## src/rtl/pll_cfg_reg.sv

```systemverilog
module pll_cfg_reg #(
  parameter int DIV_W   = 8,
  parameter int CNT_W   = 6,
  parameter int MUL_W   = 11,
  parameter int MUL_MAX = 62
) (
  input  logic             clk,
  input  logic             rst_n,
  input  logic             slow_tick,
  input  logic             wr_en,
  input  logic [31:0]      wdata,
  input  logic             wp_en,
  output logic [31:0]      rdata,
  output logic [DIV_W-1:0] div_val,
  output logic [CNT_W-1:0] cnt_val,
  output logic [MUL_W-1:0] mul_val,
  output logic             mul_on,
  output logic [1:0]       div_mode,
  output logic             lock,
  output logic             bad_prog,
  output logic             mul_range_err
);
  localparam int CNT_LSB = 8;
  localparam int MUL_LSB = 16;
  localparam int ONE_BIT = 29;
  localparam int TMR_W   = CNT_W + 3;

  logic [TMR_W-1:0] remain;

  wire wr_ok  = wr_en && !wp_en && wdata[ONE_BIT];
  wire wr_bad = wr_en && !wp_en && !wdata[ONE_BIT];
  wire unused_wbits = ^{wdata[31:30], wdata[28:27], wdata[15:14]};

  always_ff @(posedge clk) begin
    if (!rst_n) begin
      div_val  <= '0;
      cnt_val  <= '0;
      mul_val  <= '0;
      remain   <= '0;
      lock     <= 1'b0;
      bad_prog <= 1'b0;
    end else begin
      bad_prog <= wr_bad;
      if (wr_ok) begin
        div_val <= wdata[DIV_W-1:0];
        cnt_val <= wdata[CNT_LSB +: CNT_W];
        mul_val <= wdata[MUL_LSB +: MUL_W];
        remain  <= {wdata[CNT_LSB +: CNT_W], 3'b000};
        lock    <= 1'b0;
      end else if (slow_tick && mul_on && !lock) begin
        if (remain == '0) lock <= 1'b1;
        else              remain <= remain - 1'b1;
      end
    end
  end

  assign mul_on        = (mul_val != '0);
  assign mul_range_err = (mul_val > MUL_W'(MUL_MAX));
  assign div_mode      = (div_val == '0) ? 2'd0 : (div_val == DIV_W'(1)) ? 2'd1 : 2'd2;

  always_comb begin
    rdata = '0;
    rdata[DIV_W-1:0]          = div_val;
    rdata[CNT_LSB +: CNT_W]   = cnt_val;
    rdata[MUL_LSB +: MUL_W]   = mul_val;
    rdata[ONE_BIT]            = 1'b1;
  end

  AST_LOCK_NEEDS_MUL: assert property (@(posedge clk) disable iff (!rst_n)
    lock |-> mul_on);
  AST_BAD_WRITE_HOLDS: assert property (@(posedge clk) disable iff (!rst_n)
    (wr_en && !wp_en && !wdata[ONE_BIT]) |=> $stable(rdata));
  AST_PROTECT_HOLDS: assert property (@(posedge clk) disable iff (!rst_n)
    (wr_en && wp_en) |=> $stable(rdata));
  AST_WRITE_DROPS_LOCK: assert property (@(posedge clk) disable iff (!rst_n)
    (wr_en && !wp_en && wdata[ONE_BIT]) |=> !lock);
  AST_LOCK_ON_TICK: assert property (@(posedge clk) disable iff (!rst_n)
    $rose(lock) |-> $past(slow_tick));
endmodule

```

## config.mk

```make
export PLATFORM = sky130hd
export DESIGN_NAME = pll_cfg_reg
export DESIGN_NICKNAME = d
export VERILOG_FILES = /design/src/rtl/pll_cfg_reg.sv
export SDC_FILE = /design/constraint.sdc
export NUM_CORES = 1
export LEC_CHECK = 0
export BUFFER_PORTS_ARGS = -buffer_cell sky130_fd_sc_hd__buf_2
export CORE_ASPECT_RATIO = 1.75
export CORE_MARGIN = 3
export CORE_UTILIZATION = 40
export DETAILED_ROUTE_END_ITERATION = 6
export PLACE_DENSITY = 0.72
export SYNTH_ARGS = -nofsm -noshare
export SYNTH_HDL_FRONTEND = slang
export SYNTH_SLANG_ARGS = --single-unit
```

## constraint.sdc

```tcl
create_clock -name clk -period 5 [get_ports clk]
set_input_delay 0.25 -clock clk [delete_from_list [all_inputs] [get_ports clk]]
set_output_delay 0.25 -clock clk [all_outputs]
set_load 0.02 [all_outputs]
```

### Word level (Yosys, flattened, before mapping)

Index checks and enable logic that the tools add are counted.

* register bits: 36
* bits of input ports: 37
* logic and storage cells: 34

* add/sub/neg operators: 1
* magnitude comparators: 1
* equal/unequal tests: 2
* mux-type cells: 5
* bitwise gates (word level): 2
* reduce and logical (&&, ||, !) cells: 16

Operators with widths (count)
* $mux W9: 3
* $gt A11 B6 Y1 const B: 1
* $reduce_bool A11 Y1: 1
* $logic_not A9 Y1: 1
* $sub A9 B1 Y9 const B: 1
* $eq A8 B1 Y1 const B: 1
* $logic_not A8 Y1: 1
* $reduce_and A2 Y1: 3
* $logic_and A1 B1 Y1: 5
* $mux W2: 2
* $logic_not A1 Y1: 3
* $ne A2 B2 Y1 const B: 1
* $not A1 Y1: 2
* $reduce_bool A2 Y1: 1
* $reduce_or A2 Y1: 1

### Longest topological paths before layout

* word-level depth: 5
* mapped depth: 7
* depth with buffers taken out: 6

### Worst setup path after synthesis

OpenSTA, ideal clock, no wires.

* path kind: reg2reg
* start point: reg mul_val[10]
* end point: reg remain[7]
* library setup time: 0.074 ns
* arrival time: 1.813 ns
* path slack: 3.113 ns
* cell stages (with the launch flop): 6
* buffers on the path: 0
* period minus slack after synthesis: 1.887 ns
* path through: dfxtp_1 > or4_4 > nor4_4 > inv_2 > a41o_1 > a31oi_1

* word-level cells in the longest chain between the ends: 5

RTL lines
* start, declared: line 16 `output logic [MUL_W-1:0] mul_val,`
* start signal, assigned: line 47 `mul_val <= wdata[MUL_LSB +: MUL_W];`
* $reduce_bool A11 Y1: line 57 `assign mul_on = (mul_val != '0);`
* net mul_on: line 17 `output logic mul_on,`
* $logic_and A1 B1 Y1 (2 in series): line 50 `end else if (slow_tick && mul_on && !lock) begin`
* $reduce_bool A2 Y1 (no source line)
* $reduce_and A2 Y1 (no source line)
* end signal, assigned: line 48 `remain <= {wdata[CNT_LSB +: CNT_W], 3'b000};`
* end signal, assigned: line 52 `else remain <= remain - 1'b1;`
* end, declared: line 28 `logic [TMR_W-1:0] remain;`

The timed path passes the listed nets, and every way through them passes these cells.
A chain may end at the register's enable or synchronous reset.

### Final worst setup path

* start point: reg mul_val[10]
* end point: out mul_on

* word-level cells in the longest chain between the ends: 1

RTL lines (line)
* $reduce_bool A11 Y1: 57
* end, declared: 17

Every way passes these cells.

==> impl_summary.log <==
[metrics] number of nets in the layout: around 330
[metrics] Data arrival, critical path: ~1900 ps
[metrics] area share of the largest cell type after synthesis: 0.382
[metrics] Warnings, synthesis: 0
[metrics] final setup vio count: 0
[metrics] final wirelength: about 4400 um
[metrics] Pleak: about 1.1 nW
[metrics] routability congestion estimate from global placement: between 0.7 and 0.8
[metrics] crit-path max FO: 9
[metrics] Synth async-reset ratio: 0
[metrics] Synth Cell Area: 1890 um^2
[metrics] number of remaining DRC errors: 0
[metrics] count of instances resized after the clock tree is built: 0
[metrics] final slew viol count: 0
[metrics] start of the worst register-to-register path: remain[0]
[metrics] sort of element at the end of the critical path: output pin
[metrics] drt wl/cell: between 10 and 15 um
[metrics] crit path from: mul_val[10]
[metrics] final critical delay including setup and external delays: around 2200 ps
[metrics] slowest CP cell: sky130_fd_sc_hd__or4_4
[metrics] Setup Crit Path Kind: reg2out
[metrics] final design instance area without fill: ~2200 um^2
[metrics] number of global-route vias before repair: ~1700
[metrics] filler-free cell count of the finished design: between 300 and 400
[metrics] worst hold slack after final layout: roughly 150 ps
[metrics] utilization after layout: 0.496
[metrics] library cells used by synthesis: 38
[metrics] slew margin rel.: 0.333
[metrics] largest cells by area after synthesis: sky130_fd_sc_hd__dfxtp_1 (38%), sky130_fd_sc_hd__buf_4 (13%), sky130_fd_sc_hd__nand2_1 (11%)
[metrics] register-to-register path setup slack: 3010 ps
[metrics] area of all sequential standard cells: a little over 700 um^2
[metrics] Crit path required time: approximately 4800 ps
[metrics] wire length of the first global-routing pass: 7270 um
[metrics] DRT Pass-1 Iters: 4
[metrics] post-route fraction of the period consumed by the critical path: 0.434
[metrics] number of instances in the synthesized netlist: 232
[metrics] prevailing post-synth register cell: sky130_fd_sc_hd__dfxtp_1
[metrics] GR Overflow Total: 0
[metrics] placed cell count: approximately 330
[metrics] setup repair after global routing missed its margin: false
[metrics] maximum clock insertion buffer count: 2
[metrics] area taken by multi-input logic gates: slightly below 900 um^2
[metrics] reg-to-reg endpoint: remain[3]
[metrics] area overhead of the layout relative to synthesis: 17.8%
[metrics] post-route ant nets: 0
[metrics] number of post-CTS setup repair buffers: 0
[metrics] final worst clock skew: roughly 2.4 ps
[metrics] die extent in x: 57.9 um
[metrics] worst reg-to-reg path cell count: 6
[metrics] placed inst area: 2130 um^2
[metrics] power density over the cells: 325 nW/um^2
[metrics] Max Clock Freq: ~460 MHz
[metrics] clk_lat worst skew: roughly 280 ps
[metrics] die footprint: 5610 um^2
[metrics] antenna diode instance count: 0
[metrics] total of max-cap violations: 0
[metrics] share of post-route cells with drive strength above 1: 0.354
[metrics] Via Count: roughly 1700
[metrics] sinks on the clock net: 36
[metrics] most instantiated library cell after synthesis: sky130_fd_sc_hd__nand2_1
[metrics] I/O pin cnt: 100
[metrics] Filler Cell Count: 452
[metrics] number of flip-flops and latches in the synthesized netlist: 36
[metrics] worst voltage drop across the vdd grid: approximately 0.22 mV
[metrics] largest incremental delay on the critical path: between 500 and 600 ps
[metrics] Yosys top cell by area: sky130_fd_sc_hd__dfxtp_1
[metrics] TritonCTS buffer count: 5
[metrics] Fin. Hold Viols: 0
[metrics] most frequent cells after synthesis: sky130_fd_sc_hd__nand2_1 (56), sky130_fd_sc_hd__dfxtp_1 (36), sky130_fd_sc_hd__buf_4 (32)
[metrics] sequential-to-total area share from yosys stat: 0.382
[metrics] cells along the critical path: or4_4 -> nor4_4 -> inv_2 -> buf_2
[metrics] violation count after the first detailed-routing iteration: 13
[metrics] vertical die dimension: between 90 and 100 um
[metrics] row count: 32
[metrics] clock transition at the registers of the reported paths: around 70 ps
[metrics] maximum number of pins on one net before global-route repair: 35
[metrics] IO buf count: 86
[metrics] synthesized area per cell: ~8.1 um^2
[metrics] Worst Setup Start Kind: flip-flop
[metrics] initial antenna violation count: 0
[metrics] total track usage: 0.158
[metrics] TritonCTS clock tree: built
[metrics] DR vias/cell: slightly above 5
[metrics] hold buffer count at CTS: 0
[metrics] Critical Path End: mul_on
[metrics] summed negative setup slack over all endpoints: 0 ps
[metrics] Worst-Margin Slew: 1000 ps
[metrics] count of flip-flops with a built-in enable after synthesis: 0
[metrics] Core ar.: roughly 4500 um^2
[metrics] path class of the lowest-slack min-delay path: in2reg
[metrics] result of the run: complete, no violations
[metrics] detailed-placement wirelength estimate: ~3200 um
[metrics] number of levels in the clock H-tree: 2
[metrics] Initial Util: 0.421
[metrics] Root Driver: sky130_fd_sc_hd__clkbuf_8
==> cells in the final DEF, fill, tap and decap left out, types with 2 or more instances in the layout <==
cell type	count
sky130_fd_sc_hd__nor2_1	4
sky130_fd_sc_hd__nor4_1	4
sky130_fd_sc_hd__a211oi_1	2
sky130_fd_sc_hd__a21boi_0	25
sky130_fd_sc_hd__conb_1	7
sky130_fd_sc_hd__nand3_1	4
sky130_fd_sc_hd__nand2_1	56
sky130_fd_sc_hd__nor3_1	6
sky130_fd_sc_hd__o21ai_0	8
sky130_fd_sc_hd__dfxtp_1	36
sky130_fd_sc_hd__a31oi_1	4
sky130_fd_sc_hd__clkbuf_8	7
sky130_fd_sc_hd__and3b_1	2
sky130_fd_sc_hd__or4_1	5
sky130_fd_sc_hd__o31ai_1	3
sky130_fd_sc_hd__buf_2	86
sky130_fd_sc_hd__a21oi_1	3
sky130_fd_sc_hd__nor4b_1	2
sky130_fd_sc_hd__inv_1	4
sky130_fd_sc_hd__nand4_1	2
==> final cells by class <==
cell class | count | share of cell area
inverter | 5 | 0.00845
sequential | 36 | 0.324
tap | 51 | 0.0287
multi-input combinational | 153 | 0.398
timing repair buffer | 87 | 0.197
clock buffer | 7 | 0.0434
==> critical path, delay by kind of cell, from the launching register on <==
family                 cells  cell delay, ps
buffers and inverters      2             340
flip-flops                 1             330
AND/OR/NAND/NOR            2             960
==> how the worst min path moves through the flow <==
stage          cells after the start      start        to  slack (ps)
2_1_floorplan                      1  wdata[29]  bad_prog         330
3_3_place_gp                       2      wp_en  bad_prog         430
3_5_place_dp                       2      wp_en  bad_prog         440
4_1_cts                            2      wp_en  bad_prog         140
5_1_grt                            2      wp_en  bad_prog         160
6_report                           2      wp_en  bad_prog         150
==> sequential cells by signal (all words and copies together), names as in the netlist <==
| signal | count |
|---|---|
| mul_val | 11 |
| div_val | 8 |
| lock | 1 |
| cnt_val | 6 |
| remain | 9 |
| bad_prog | 1 |
==> kinds of logic after synthesis <==
| group | share of synthesized area |
|---|---|
| other | 0.00398 |
| AND/OR/NAND/NOR | 0.262 |
| AO/OA/AOI/OAI | 0.186 |
| buffers and inverters | 0.159 |
| adder cells (fa/ha/maj) | 0.00663 |
| flip-flops | 0.382 |
==> metal layers <==
metal,part of all wire,track usage,vias to the layer above
met5,0,0,-
met4,0.027,0.0839,0
met3,0.058,0.0334,11
met2,0.53,0.278,53
met1,0.39,0.170,805
li1,-,-,871
==> stage by stage <==
step                      worst slack, ps  total power [mW]
after floorplan                      3110             0.467
after global placement               3030             0.504
after detailed placement             3010             0.508
after CTS                            2820             0.732
after global routing                 2740             0.762
final                                2830             0.722
==> power breakdown <==
group / internal, mW / leakage (nW) / total [mW] / switching [mW]
combinational: 0.0679 / 0.707 / 0.178 / 0.110
clock: 0.123 / 0.0503 / 0.220 / 0.0970
sequential: 0.304 / 0.293 / 0.324 / 0.0196
No activity file was read; power rests on OpenSTA's default activity.
